<file path="src/rtl/scl_paced_pkg.sv">
package scl_paced_pkg;

    typedef enum logic [2:0] {
        PH_IDLE,
        PH_ADDR,
        PH_AACK,
        PH_TX,
        PH_MACK
    } phase_e;

    typedef struct packed {
        logic rise;
        logic fall;
        logic start;
        logic stop;
    } bus_ev_t;

    localparam int BYTE_W  = 8;
    localparam int FRAME_W = 2 * BYTE_W;

endpackage

</file>
<file path="src/rtl/scl_bus_events.sv">
module scl_bus_events
    import scl_paced_pkg::*;
(
    input  logic    clk,
    input  logic    rst_n,
    input  logic    scl_i,
    input  logic    sda_i,
    output bus_ev_t ev_o
);

    typedef struct packed {
        logic scl;
        logic sda;
    } smp_t;

    smp_t smp_d, smp_q;

    always_comb begin
        smp_d.scl  = scl_i;
        smp_d.sda  = sda_i;
        ev_o.rise  = scl_i & ~smp_q.scl;
        ev_o.fall  = ~scl_i & smp_q.scl;
        ev_o.start = scl_i & smp_q.scl & smp_q.sda & ~sda_i;
        ev_o.stop  = scl_i & smp_q.scl & ~smp_q.sda & sda_i;
    end

    always_ff @(posedge clk or negedge rst_n) begin
        if (!rst_n) smp_q <= '{scl: 1'b1, sda: 1'b1};
        else        smp_q <= smp_d;
    end

endmodule

</file>
<file path="src/rtl/scl_idle_timer.sv">
module scl_idle_timer #(
    parameter int TMO_CYC = 3000
) (
    input  logic clk,
    input  logic rst_n,
    input  logic active_i,
    input  logic edge_i,
    output logic expire_o
);

    localparam int CW = $clog2(TMO_CYC + 1);
    localparam logic [CW-1:0] LIMIT = CW'(TMO_CYC - 1);

    logic [CW-1:0] cnt_d, cnt_q;

    always_comb begin
        expire_o = 1'b0;
        cnt_d    = cnt_q;
        if (!active_i || edge_i) begin
            cnt_d = '0;
        end else if (cnt_q == LIMIT) begin
            expire_o = 1'b1;
            cnt_d    = '0;
        end else begin
            cnt_d = cnt_q + 1'b1;
        end
    end

    always_ff @(posedge clk or negedge rst_n) begin
        if (!rst_n) cnt_q <= '0;
        else        cnt_q <= cnt_d;
    end

endmodule

</file>
<file path="src/rtl/scl_chan_seq.sv">
module scl_chan_seq #(
    parameter int CH_W = 1
) (
    input  logic [1:0]      scan_i,
    input  logic [CH_W-1:0] sel_i,
    input  logic [CH_W-1:0] cur_i,
    output logic [CH_W-1:0] first_o,
    output logic [CH_W-1:0] next_o
);

    logic up_scan;

    always_comb begin
        up_scan = (scan_i == 2'b00);
        if (up_scan) begin
            first_o = '0;
            next_o  = (cur_i >= sel_i) ? '0 : cur_i + 1'b1;
        end else begin
            first_o = sel_i;
            next_o  = sel_i;
        end
    end

endmodule

</file>
<file path="src/rtl/scl_paced_readout.sv">
module scl_paced_readout
    import scl_paced_pkg::*;
#(
    parameter logic [6:0] DEV_ADDR = 7'h4B,
    parameter int NCH      = 2,
    parameter int RES_W    = 10,
    parameter int TMO_CYC  = 3000,
    localparam int CH_W    = (NCH > 1) ? $clog2(NCH) : 1
) (
    input  logic             clk,
    input  logic             rst_n,
    input  logic             scl_i,
    input  logic             sda_i,
    input  logic [1:0]       scan_mode_i,
    input  logic [CH_W-1:0]  chan_sel_i,
    input  logic [RES_W-1:0] adc_result_i,
    output logic             sda_pull_o,
    output logic             adc_track_o,
    output logic             adc_hold_o,
    output logic [CH_W-1:0]  adc_chan_o,
    output logic             tmo_err_o
);

    localparam int POS_W = $clog2(FRAME_W);
    localparam int PAD   = FRAME_W - RES_W;
    localparam logic [POS_W-1:0] HOLD_POS = POS_W'(1);
    localparam logic [POS_W-1:0] PAD_POS  = POS_W'(PAD);
    localparam logic [POS_W-1:0] B0_END   = POS_W'(BYTE_W - 1);
    localparam logic [POS_W-1:0] B1_END   = POS_W'(FRAME_W - 1);
    localparam logic [POS_W-1:0] LAST_BIT = POS_W'(FRAME_W - 1);

    typedef struct packed {
        phase_e            st;
        logic [POS_W-1:0]  pos;
        logic [3:0]        acnt;
        logic [7:0]        shreg;
        logic              seen;
        logic              pull;
        logic              track;
        logic              hold;
        logic [RES_W-1:0]  res;
        logic [CH_W-1:0]   chan;
        logic              err;
    } ctl_t;

    ctl_t ctl_d, ctl_q;

    bus_ev_t          ev;
    logic             tmo_expire;
    logic [CH_W-1:0]  ch_first;
    logic [CH_W-1:0]  ch_next;
    logic [FRAME_W-1:0] fr_cur;
    logic [FRAME_W-1:0] fr_new;
    logic [POS_W-1:0]   pos_inc;

    scl_bus_events u_ev (
        .clk   (clk),
        .rst_n (rst_n),
        .scl_i (scl_i),
        .sda_i (sda_i),
        .ev_o  (ev)
    );

    scl_idle_timer #(.TMO_CYC(TMO_CYC)) u_tmo (
        .clk      (clk),
        .rst_n    (rst_n),
        .active_i (ctl_q.st != PH_IDLE),
        .edge_i   (ev.rise | ev.fall),
        .expire_o (tmo_expire)
    );

    scl_chan_seq #(.CH_W(CH_W)) u_seq (
        .scan_i  (scan_mode_i),
        .sel_i   (chan_sel_i),
        .cur_i   (ctl_q.chan),
        .first_o (ch_first),
        .next_o  (ch_next)
    );

    always_comb begin
        ctl_d      = ctl_q;
        ctl_d.hold = 1'b0;
        fr_cur     = {{PAD{1'b1}}, ctl_q.res};
        fr_new     = {{PAD{1'b1}}, adc_result_i};
        pos_inc    = ctl_q.pos + 1'b1;

        unique case (ctl_q.st)
            PH_IDLE: begin
                ctl_d.pull  = 1'b0;
                ctl_d.track = 1'b0;
            end

            PH_ADDR: begin
                if (ev.rise) begin
                    ctl_d.shreg = {ctl_q.shreg[6:0], sda_i};
                    ctl_d.acnt  = ctl_q.acnt + 1'b1;
                end else if (ev.fall && ctl_q.acnt == 4'd8) begin
                    if (ctl_q.shreg[7:1] == DEV_ADDR && ctl_q.shreg[0]) begin
                        ctl_d.st   = PH_AACK;
                        ctl_d.pull = 1'b1;
                        ctl_d.seen = 1'b0;
                    end else begin
                        ctl_d.st = PH_IDLE;
                    end
                end
            end

            PH_AACK: begin
                if (ev.rise) begin
                    ctl_d.seen  = 1'b1;
                    ctl_d.track = 1'b1;
                    ctl_d.chan  = ch_first;
                end else if (ev.fall && ctl_q.seen) begin
                    ctl_d.st   = PH_TX;
                    ctl_d.pos  = '0;
                    ctl_d.pull = ~fr_cur[LAST_BIT];
                end
            end

            PH_TX: begin
                if (ev.rise && ctl_q.pos == HOLD_POS) begin
                    ctl_d.hold  = 1'b1;
                    ctl_d.track = 1'b0;
                end else if (ev.fall) begin
                    if (ctl_q.pos == B0_END || ctl_q.pos == B1_END) begin
                        ctl_d.st   = PH_MACK;
                        ctl_d.pull = 1'b0;
                        ctl_d.seen = 1'b0;
                    end else begin
                        ctl_d.pos = pos_inc;
                        if (pos_inc == PAD_POS) begin
                            ctl_d.res  = adc_result_i;
                            ctl_d.pull = ~fr_new[LAST_BIT - pos_inc];
                        end else begin
                            ctl_d.pull = ~fr_cur[LAST_BIT - pos_inc];
                        end
                    end
                end
            end

            PH_MACK: begin
                if (ev.rise) begin
                    ctl_d.seen = 1'b1;
                    if (sda_i) begin
                        ctl_d.st   = PH_IDLE;
                        ctl_d.pull = 1'b0;
                    end else if (ctl_q.pos == B1_END) begin
                        ctl_d.track = 1'b1;
                        ctl_d.chan  = ch_next;
                    end
                end else if (ev.fall && ctl_q.seen) begin
                    ctl_d.st   = PH_TX;
                    ctl_d.pos  = pos_inc;
                    ctl_d.pull = ~fr_cur[LAST_BIT - pos_inc];
                end
            end

            default: begin
                ctl_d.st = PH_IDLE;
            end
        endcase

        if (tmo_expire) begin
            ctl_d.st    = PH_IDLE;
            ctl_d.err   = 1'b1;
            ctl_d.pull  = 1'b0;
            ctl_d.track = 1'b0;
            ctl_d.hold  = 1'b0;
        end

        if (ev.stop) begin
            ctl_d.st    = PH_IDLE;
            ctl_d.pull  = 1'b0;
            ctl_d.track = 1'b0;
            ctl_d.hold  = 1'b0;
        end

        if (ev.start) begin
            ctl_d.st    = PH_ADDR;
            ctl_d.acnt  = '0;
            ctl_d.shreg = '0;
            ctl_d.err   = 1'b0;
            ctl_d.pull  = 1'b0;
            ctl_d.track = 1'b0;
            ctl_d.hold  = 1'b0;
        end
    end

    always_ff @(posedge clk or negedge rst_n) begin
        if (!rst_n) begin
            ctl_q <= '{st: PH_IDLE, default: '0};
        end else begin
            ctl_q <= ctl_d;
        end
    end

    assign sda_pull_o  = ctl_q.pull;
    assign adc_track_o = ctl_q.track;
    assign adc_hold_o  = ctl_q.hold;
    assign adc_chan_o  = ctl_q.chan;
    assign tmo_err_o   = ctl_q.err;

endmodule

</file>
<file path="config.mk">
export PLATFORM = sky130hd
export DESIGN_NAME = scl_paced_readout
export DESIGN_NICKNAME = d
export VERILOG_FILES = /design/src/rtl/scl_paced_pkg.sv /design/src/rtl/scl_bus_events.sv /design/src/rtl/scl_idle_timer.sv /design/src/rtl/scl_chan_seq.sv /design/src/rtl/scl_paced_readout.sv
export SDC_FILE = /design/constraint.sdc
export NUM_CORES = 1
export LEC_CHECK = 0
export BUFFER_PORTS_ARGS = -buffer_cell sky130_fd_sc_hd__buf_2
export CORE_MARGIN = 2
export CORE_UTILIZATION = 54
export DETAILED_ROUTE_END_ITERATION = 12
export PLACE_DENSITY_LB_ADDON = 0.12
export SLEW_MARGIN = 20
export SYNTH_ARGS = -nofsm -noshare
export SYNTH_HDL_FRONTEND = slang
export SYNTH_SLANG_ARGS = --single-unit
</file>
<file path="constraint.sdc">
create_clock -name clk -period 2.4 [get_ports clk]
set_input_delay 0 -clock clk [delete_from_list [all_inputs] [get_ports clk]]
set_output_delay 0 -clock clk [all_outputs]
set_load 0.02 [all_outputs]
</file>
==> flow_metrics.py, run 1 <==
metrics = {
    "pwr": {
        "finalPower_mw": 2.10,
        "total_leakage_power_nw": 1.54,
        "peakVddDrop_uv": 377,
        "powerDensity_nw_per_um2": 623,
    },
    "floorplanning": {
        "design.core.area_um2": 5010,
        "initial_core_util": 0.552,
        "die_area_um2": 5710,
        "pin_count": 22,
        "die_h_um": 75.6,
        "die_w_um": 75.6,
        "row_count": 26,
    },
    "setup_path": {
        "worstSetupStartpointType": "register",
        "slowest_stage": "or4b_1",
        "ff2ff_setup_slack_ns": -0.15,
        "crit_arrival_ns": 2.75,
        "critical_path_buf_inv_count": 0,
        "cp-end-kind": "register",
        "cp_max_fo": 3,
        "worstSetupPathType": "register to register",
        "required_ns": 2.60,
        "crit_chain": "or4b_1 > or4_4 > o2111a_1 > a31o_1 > a221o_2 > mux2_4",
        "cpPeakStageDelay_ns": 0.52,
        "cp_top_family": "simple AND/OR/NAND/NOR gates",
    },
    "placement": {
        "dp_cells": 395,
        "routabilityCongestion": 0.864,
        "hpwlAfterDp_mm": 4.20,
        "numPortBuffers": 21,
    },
    "detailed_routing": {
        "ant_nets": 0,
        "vias_per_cell": 5.39,
        "drt-total-wl_mm": 5.81,
        "route.detailed.drc": 0,
        "wl_per_cell_um": 13.9,
        "drtIter0Drc": 229,
        "drt_pass1_iterations": 4,
        "num_vias": 2251,
    },
    "timing": {
        "hold_viol": 0,
        "tightest_slew_ns": 0.531,
        "timing.final.crit_period_ns": 2.55,
        "fmax_mhz": 393,
        "tns_ns": -0.455,
        "relSlewSlack": 0.646,
        "rsz0062_at_grt": "true",
        "hold_slack_ns": 0.0880,
        "fin_crit_sh": 1.06,
        "setup_ws_ns": -0.146,
        "setup_viol": 4,
        "skew_ns": 0.0121,
        "finalMaxSlewViolations": 0,
    },
    "synthesis": {
        "synth-seq-cells": 49,
        "ys_warn_count": 0,
        "synthAdderAreaFrac": 0.0407,
        "synth_edf_count": 0,
        "synth-compound-area-share": 0.120,
        "synth_ff_type": "dfrtp_1",
        "syn_avg_cell_area_um2": 9.50,
        "async_flop_share": 1.00,
        "yosys-top-cells-count": "dfrtp_1, nor2_1, nand2_1",
        "yosys.cell_types.count": 53,
        "syn-cell-area_um2": 2770,
        "synth_top_family_by_area": "simple AND/OR/NAND/NOR gates",
        "yosysSeqAreaShare": 0.444,
        "synth_nets": 317,
        "synth-simple-area-share": 0.222,
        "synthTopCellsByArea": "dfrtp_1, nor2_1, nand2_1",
        "synth_top_area_share": 0.425,
        "synthCells": 291,
        "muxShareOfSynthArea": 0.0900,
        "yosys.area_share.xor_xnor": 0.0507,
        "synth_top_cell_by_area": "dfrtp_1",
        "synth.most_common_cell": "dfrtp_1",
    },
    "layout": {
        "nNetsFinal": 373,
        "final_util": 0.672,
        "instances_no_fill": 418,
        "area_delta_synth_final_pct": 21.7,
        "diodes": 0,
        "layout-drive-gt1-share": 0.230,
    },
    "global_route": {
        "grt_usage": 0.224,
        "grt_pass1_wl_mm": 9.71,
        "grt_pass1_vias": 2124,
        "grt_max_degree": 27,
        "antenna_found_initial": 0,
        "overflow": 0,
    },
    "clock_network": {
        "cts-root-buf": "clkbuf_8",
        "clock-sinks": 49,
        "h-tree-depth": 2,
        "cts_tree": "yes",
        "clkTransAtPathRegs_ns": 0.10,
        "insertion_delay_ns": 0.31,
        "cts_buffers": 5,
        "clockBufferDepth": 2,
    },
    "min_path": {
        "min_path_type": "primary input to register",
    },
    "run": {
        "cap_violations": 0,
    },
    "outcome": {
        "violations": "negative setup slack",
        "outcome": "finished, violations left",
    },
}
## repair_timing
action	in CTS	in global routing
resized for setup	0	2
pin swaps	1	0
endpoints found under the setup margin	4	14
hold buffers	13	0
endpoints found under the hold margin	35	0
setup buffers	1	1
## report_power, final
group	switching, mW	internal, mW	leakage (nW)	total (mW)
Sequential	0.0700	0.890	0.669	0.960
Combinational	0.287	0.238	0.821	0.526
Clock	0.298	0.314	0.0554	0.611
Total	0.655	1.44	1.54	2.10
## area by class of cell
type                    instances  area (um2)
multi-input cells             219        1460
fillers                       423        1650
clock inverters                 2        38.8
clock buffers                   6        72.6
well taps                      70        87.6
flip-flops and latches         49        1230
inverters                      11        41.3
repair buffers                 61         438
## layout by cell type, fill, tap and decap left out, types with 5 or more instances in the layout
master	Yosys	layout
a21oi_1	20	20
buf_2	2	21
buf_4	0	27
clkbuf_8	0	5
dfrtp_1	47	47
dlygate4sd3_1	0	13
ha_1	9	9
inv_1	11	11
mux2_2	11	11
mux2i_1	5	5
nand2_1	33	33
nand2b_1	7	7
nand3_1	5	5
nor2_1	34	34
nor3_1	7	7
o21ai_0	11	11
o31ai_1	6	6
xnor2_1	6	6
xor2_1	10	10
## routing by layer
| metal | up-vias | track usage | routed length (um) |
|---|---|---|---|
| li1 | 1135 | - | - |
| met1 | 1057 | 0.313 | 2790 |
| met2 | 50 | 0.350 | 2700 |
| met3 | 9 | 0.0476 | 251 |
| met4 | 0 | 0.0702 | 69 |
| met5 | - | 0 | 0 |
## stage by stage
stage                     worst slack (ns)  area [um2]
after CTS                           -0.164        3350
final                               -0.146        3360
after global routing                -0.216        3360
after detailed placement            -0.161        3100
after global placement              -0.120        3100
after floorplan                     -0.106        2770
## path summary, 6_finish.rpt
| check | start | to | cells after the start |
|---|---|---|---|
| worst min register to register | u_tmo.cnt_q[0]$_DFF_PN0_ | u_tmo.cnt_q[0]$_DFF_PN0_ | 1 |
| worst min-delay path | scan_mode_i[0] | adc_chan_o$_DFFE_PN0P_ | 4 |
| min in group asynchronous | rst_n | ctl_q[27]$_DFFE_PN0P_ | 2 |
| worst max-delay path | u_tmo.cnt_q[10]$_DFF_PN0_ | ctl_q[34]$_DFFE_PN0P_ | 6 |
| worst max register to register | u_tmo.cnt_q[10]$_DFF_PN0_ | ctl_q[34]$_DFFE_PN0P_ | 6 |
| max in group asynchronous | rst_n | u_ev.smp_q[1]$_DFF_PN1_ | 3 |
## worst min-delay path, cell delays in order
cell,delay (ns)
buf_2,0.07
o21ai_0,0.09
nand2_1,0.08
a221o_1,0.13
## state kept, by name, indices dropped and copies added, names as in the netlist
| signal | flops |
|---|---|
| adc_chan_o | 1 |
| adc_hold_o | 1 |
| adc_track_o | 1 |
| ctl_q | 30 |
| sda_pull_o | 1 |
| tmo_err_o | 1 |
| u_ev.smp_q | 2 |
| u_tmo.cnt_q | 12 |
## kinds of logic after synthesis
family | after synthesis
AO/OA/AOI/OAI | 53
XOR/XNOR | 16
adder cells (fa/ha/maj) | 9
buffers and inverters | 23
flip-flops | 49
multiplexers | 20
AND/OR/NAND/NOR | 121
(Power assumes the default switching activity.)
==> run 2: changes to the inputs <==
REMOVE_ABC_BUFFERS = 1   (was unset)
==> run 2 against run 1 <==
The flow still finishes with violations (negative setup slack). Power shrank 2.7%. Critical path type unchanged. Clock power shrank 12%. Final area shrank 0.41%. Global-route usage shrank 0.28 points. Utilization shrank 0.27 points. Non-clock buffer count shrank 1. First-iteration DRC count shrank 51%. Die area is the same. Critical endpoint unchanged. Highest routed layer unchanged.
==> flow_metrics.py, run 2 (same netlist as run 1, synthesis figures left out) <==
metrics = {
    "clock_network": {
        "clockBufferDepth": 2,
        "cts_buffers": 5,
        "cts-root-buf": "clkbuf_8",
        "cts_tree": "yes",
        "clock-sinks": 49,
        "h-tree-depth": 2,
        "insertion_delay_ns": 0.30,
        "clkTransAtPathRegs_ns": 0.10,
    },
    "pwr": {
        "total_leakage_power_nw": 1.54,
        "peakVddDrop_uv": 412,
        "powerDensity_nw_per_um2": 609,
        "finalPower_mw": 2.04,
    },
    "floorplanning": {
        "initial_core_util": 0.552,
        "design.core.area_um2": 5010,
        "pin_count": 22,
        "row_count": 26,
        "die_h_um": 75.6,
        "die_w_um": 75.6,
        "die_area_um2": 5710,
    },
    "setup_path": {
        "worstSetupPathType": "register to register",
        "cp_top_family": "simple AND/OR/NAND/NOR gates",
        "worstSetupStartpointType": "register",
        "rr_endpoint": "ctl_q[34]$_DFFE_PN0P_",
        "ff2ff_setup_slack_ns": -0.14,
        "cp-end-kind": "register",
        "critical_path_buf_inv_count": 0,
        "crit_arrival_ns": 2.73,
        "slowest_stage": "or4b_1",
        "cpPeakStageDelay_ns": 0.51,
        "required_ns": 2.59,
        "crit_chain": "or4b_1 > or4_4 > o2111a_1 > a31o_1 > a221o_2 > mux2_4",
        "timing.rr.start": "u_tmo.cnt_q[3]$_DFF_PN0_",
        "cp_max_fo": 3,
        "r2r_cells": 6,
    },
    "placement": {
        "dp_cells": 395,
        "routabilityCongestion": 0.845,
        "numPortBuffers": 21,
        "hpwlAfterDp_mm": 4.00,
    },
    "detailed_routing": {
        "num_vias": 2262,
        "drt-total-wl_mm": 5.80,
        "route.detailed.drc": 0,
        "vias_per_cell": 5.42,
        "ant_nets": 0,
        "drt_pass1_iterations": 4,
        "wl_per_cell_um": 13.9,
        "drtIter0Drc": 112,
    },
    "timing": {
        "setup_ws_ns": -0.139,
        "tightest_slew_ns": 0.517,
        "hold_viol": 0,
        "timing.final.crit_period_ns": 2.54,
        "finalMaxSlewViolations": 0,
        "setup_viol": 4,
        "skew_ns": 0.0103,
        "rsz0062_at_grt": "true",
        "relSlewSlack": 0.655,
        "fmax_mhz": 394,
        "fin_crit_sh": 1.06,
    },
    "min_path": {
        "min_from": "scan_mode_i[0]",
        "min_to": "adc_chan_o$_DFFE_PN0P_",
        "holdPathStages": 4,
        "min_path_type": "primary input to register",
    },
    "global_route": {
        "overflow": 0,
        "antenna_found_initial": 0,
        "grt_max_degree": 30,
        "grt_pass1_vias": 2100,
        "grt_usage": 0.221,
        "grt_pass1_wl_mm": 9.67,
    },
    "layout": {
        "regMostFlops": "ctl_q",
        "instances_no_fill": 417,
        "area_delta_synth_final_pct": 21.2,
        "largest_register_ffs": 30,
        "diodes": 0,
        "mostFrequentLayoutCell": "dfrtp_1",
        "nNetsFinal": 372,
        "reg.largest.list": "ctl_q: 30 flops, u_tmo.cnt_q: 12 flops, u_ev.smp_q: 2 flops",
        "layout_common_cells": "dfrtp_1, nor2_1, nand2_1",
        "layout-drive-gt1-share": 0.231,
    },
    "outcome": {
        "outcome": "finished, violations left",
        "violations": "negative setup slack",
    },
    "run": {
        "cap_violations": 0,
    },
}
run 2: changes by cell type in the layout (fill, tap and decap cells not counted), sizes merged:
| cell | before | now |
|---|---|---|
| clkbuf | 6 | 7 |
| buf | 48 | 47 |
| bufinv | 1 | 0 |
run 2: where the power goes:
group          switching (mW)  internal (mW)  total (mW)
Clock                   0.278          0.261       0.539
Combinational           0.281          0.257       0.538
Sequential             0.0745          0.890       0.964
run 2: area by class of cell:
class,count,area (um2)
multi-input combinational,219,1460
sequential,49,1230
fill,428,1660
clock buffer,7,96.3
inverter,11,41.3
timing repair buffer,60,430
tap,70,87.6
clock inverter,1,5.00
run 2: per-layer routing:
layer / global-route usage / up-vias / wire [um]
met2: 0.339 / 33 / 2730
met3: 0.0331 / 7 / 161
met4: 0.0663 / 0 / 61
met5: 0 / - / 0
li1: - / 1127 / -
met1: 0.326 / 1095 / 2840
run 2: worst max path at each step:
stage	startpoint	to	slack, ns	cells past startpoint
after global placement	u_tmo.cnt_q[3]$_DFF_PN0_	ctl_q[34]$_DFFE_PN0P_	-0.09	6
after CTS	u_tmo.cnt_q[3]$_DFF_PN0_	ctl_q[34]$_DFFE_PN0P_	-0.14	6
after global routing	u_tmo.cnt_q[3]$_DFF_PN0_	ctl_q[34]$_DFFE_PN0P_	-0.22	6
final	u_tmo.cnt_q[3]$_DFF_PN0_	ctl_q[34]$_DFFE_PN0P_	-0.14	6
after detailed placement	u_tmo.cnt_q[3]$_DFF_PN0_	ctl_q[34]$_DFFE_PN0P_	-0.12	6
after floorplan	u_tmo.cnt_q[3]$_DFF_PN0_	ctl_q[33]$_DFFE_PN0P_	-0.12	6
run 2: worst min-delay path: cells and delay by family:
family,cells,cell delay [ns]
buffers and inverters,1,0.08
AND/OR/NAND/NOR,1,0.08
AO/OA/AOI/OAI,2,0.21
run 2: what timing repair did:
action | CTS | global route
hold endpoints to repair | 32 | 0
gates resized for setup | 0 | 3
setup endpoints to repair | 4 | 14
hold buffers | 13 | 0
pin swaps | 0 | 1
setup buffers | 0 | 1
run 2: through the flow:
stage	worst slack [ns]	util	TNS [ns]	hold WS [ns]	cell area [um2]
2_1_floorplan	-0.119	-	-0.244	-0.296	2720
6_report	-0.139	0.669	-0.457	0.0966	3350
3_3_place_gp	-0.0944	0.618	-0.232	-0.00953	3100
4_1_cts	-0.136	0.665	-0.405	0.0946	3330
3_5_place_dp	-0.123	0.618	-0.347	-0.00224	3100
5_1_grt	-0.221	0.669	-0.803	0.164	3350
==> run 3: changes to the inputs <==
CORE_ASPECT_RATIO = 0.9   (was unset)
==> run 3 against run 2 <==
The run still ends with negative setup slack left. Global-route usage grew 2.3 points. Final cell count is the same. Clock power grew 12%. Die area is essentially flat. Combinational power grew 9.9%. Final area grew 1.4%. Power grew 5.4%. Setup slack lost 0.086 ns. Largest cell class unchanged. Wire length grew 7.6%. Clock skew grew 0.0025 ns.
==> flow_metrics.py, run 3 (same netlist as run 1, synthesis figures left out) <==
metrics = {
    "pwr": {
        "powerDensity_nw_per_um2": 633,
        "power.share.sequential": 0.446,
        "pwr-share-comb": 0.275,
        "p_int_mw": 1.48,
        "peakVddDrop_uv": 369,
        "p_sw_uw": 670,
        "total_leakage_power_nw": 1.57,
        "finalPower_mw": 2.15,
        "power_frac_clock": 0.279,
        "sw_frac_of_total": 0.312,
    },
    "floorplanning": {
        "design.core.area_um2": 4890,
        "initial_core_util": 0.565,
        "pin_count": 22,
        "die_area_um2": 5710,
        "die_w_um": 79.4,
        "row_count": 24,
        "die_h_um": 71.9,
    },
    "timing": {
        "setup_viol": 4,
        "fin_crit_sh": 1.09,
        "tns_ns": -0.766,
        "finalMaxSlewViolations": 0,
        "relSlewSlack": 0.667,
        "fmax_mhz": 381,
        "tightest_slew_ns": 0.493,
        "hold_viol": 0,
        "skew_ns": 0.0128,
        "rsz0062_at_grt": "true",
        "setup_ws_ns": -0.224,
        "timing.final.crit_period_ns": 2.62,
    },
    "setup_path": {
        "timing.rr.start": "u_tmo.cnt_q[3]$_DFF_PN0_",
        "rr_endpoint": "ctl_q[34]$_DFFE_PN0P_",
        "startpoint": "u_tmo.cnt_q[3]$_DFF_PN0_",
        "cp_max_fo": 3,
        "worstSetupPathType": "register to register",
        "r2r_cells": 6,
        "crit_arrival_ns": 2.81,
        "required_ns": 2.59,
        "ff2ff_setup_slack_ns": -0.22,
        "worstSetupStartpointType": "register",
        "endpoint": "ctl_q[34]$_DFFE_PN0P_",
        "cp-end-kind": "register",
    },
    "placement": {
        "hpwlAfterDp_mm": 4.39,
        "post-place-ws_ns": -0.195,
        "numPortBuffers": 21,
        "routabilityCongestion": 0.857,
        "placed_area_um2": 3110,
    },
    "outcome": {
        "outcome": "finished, violations left",
        "violations": "negative setup slack",
    },
    "global_route": {
        "met3_usage": 0.0403,
        "grt_usage": 0.244,
        "overflow": 0,
        "grt_pass1_wl_mm": 10.9,
        "grt_max_degree": 34,
        "grt_pass1_vias": 2357,
        "use_met1": 0.331,
        "antenna_found_initial": 0,
        "grt-busiest-layer": "met2",
        "grt_util_met2": 0.409,
    },
    "detailed_routing": {
        "drt-total-wl_mm": 6.24,
        "route.detailed.drc": 0,
        "drt_pass1_iterations": 4,
        "wl_per_cell_um": 15.0,
        "vias_per_cell": 5.56,
        "drtIter0Drc": 198,
        "num_vias": 2320,
        "ant_nets": 0,
    },
    "clock_network": {
        "cts_buffers": 5,
        "cts-root-buf": "clkbuf_8",
        "insertion_delay_ns": 0.31,
        "clkTransAtPathRegs_ns": 0.09,
        "clock-sinks": 49,
        "h-tree-depth": 2,
        "clockBufferDepth": 2,
        "cts_tree": "yes",
    },
    "run": {
        "cap_violations": 0,
    },
    "layout": {
        "area_delta_synth_final_pct": 22.9,
        "layout_common_cells": "dfrtp_1, nor2_1, nand2_1",
        "mostFrequentLayoutCell": "dfrtp_1",
        "largest_register_ffs": 30,
        "final_util": 0.694,
        "layout-drive-gt1-share": 0.244,
        "final_cell_area_um2": 3400,
        "multi_input_area_um2": 1470,
        "regMostFlops": "ctl_q",
        "reg.largest.list": "ctl_q: 30 flops, u_tmo.cnt_q: 12 flops, u_ev.smp_q: 2 flops",
        "nNetsFinal": 377,
        "ff_latch_area_um2": 1230,
        "diodes": 0,
        "final.fill_count": 404,
    },
    "min_path": {
        "min_path_type": "primary input to register",
    },
}
## run 3: cell types whose count changed in the layout (fill, tap and decap cells not counted)
| cell | previous run | this run |
|---|---|---|
| inv_6 | 0 | 1 |
| or4b_4 | 1 | 2 |
| or4b_1 | 1 | 0 |
| clkbuf_8 | 7 | 5 |
| bufinv_16 | 0 | 1 |
| buf_4 | 26 | 31 |
## run 3: per-layer routing
layer | vias to the layer above | wire (um)
met3 | 8 | 268
met4 | 0 | 80
met5 | - | 0
li1 | 1139 | -
met2 | 67 | 3070
met1 | 1106 | 2820
## run 3: final cells by class
type                       instances  area share
clock buffer                       5      0.0203
clock inverter                     3      0.0129
inverter                          11      0.0122
tap                               65      0.0239
timing repair buffer              65       0.138
multi-input combinational        219       0.431
sequential                        49       0.362
## run 3: worst max-delay path: stages (launching register included)
cell and delay (ns):
dfrtp_1 0.40, or4b_4 0.54, or4_4 0.44, o2111a_1 0.25, a31o_1 0.21, a221o_2 0.36, mux2_4 0.31
## run 3: how the worst min path moves through the flow
stage | startpoint | end | slack, ns | depth (start not counted)
floorplan | rst_n | adc_chan_o$_DFFE_PN0P_ | -0.30 | 0
global placement | rst_n | ctl_q[20]$_DFFE_PN0P_ | -0.04 | 1
detailed placement | rst_n | ctl_q[20]$_DFFE_PN0P_ | -0.03 | 1
CTS | scan_mode_i[0] | adc_chan_o$_DFFE_PN0P_ | 0.11 | 4
global route | scan_mode_i[0] | adc_chan_o$_DFFE_PN0P_ | 0.16 | 4
finish | scan_mode_i[0] | adc_chan_o$_DFFE_PN0P_ | 0.11 | 4
## run 3: metrics by stage
stage | instances | hold slack (ns)
CTS | 417 | 0.114
global placement | 393 | -0.0387
finish | 417 | 0.110
detailed placement | 393 | -0.0342
global route | 417 | 0.159
floorplan | 279 | -0.296
## run 3: power by group through the flow
stage	combinational, mW	sequential (mW)	clock (mW)
floorplan	0.292	0.984	0
global placement	0.521	0.971	0
detailed placement	0.533	0.973	0
CTS	0.572	0.958	0.611
global route	0.654	0.969	0.645
finish	0.591	0.959	0.601
## run 3: repair_timing
action | CTS | global route
endpoints found under the hold margin | 28 | 0
setup endpoints to repair | 4 | 14
resized for setup | 2 | 2
cloned | 0 | 0
pin swaps | 1 | 1
hold buffers | 13 | 0
setup buffers | 3 | 0
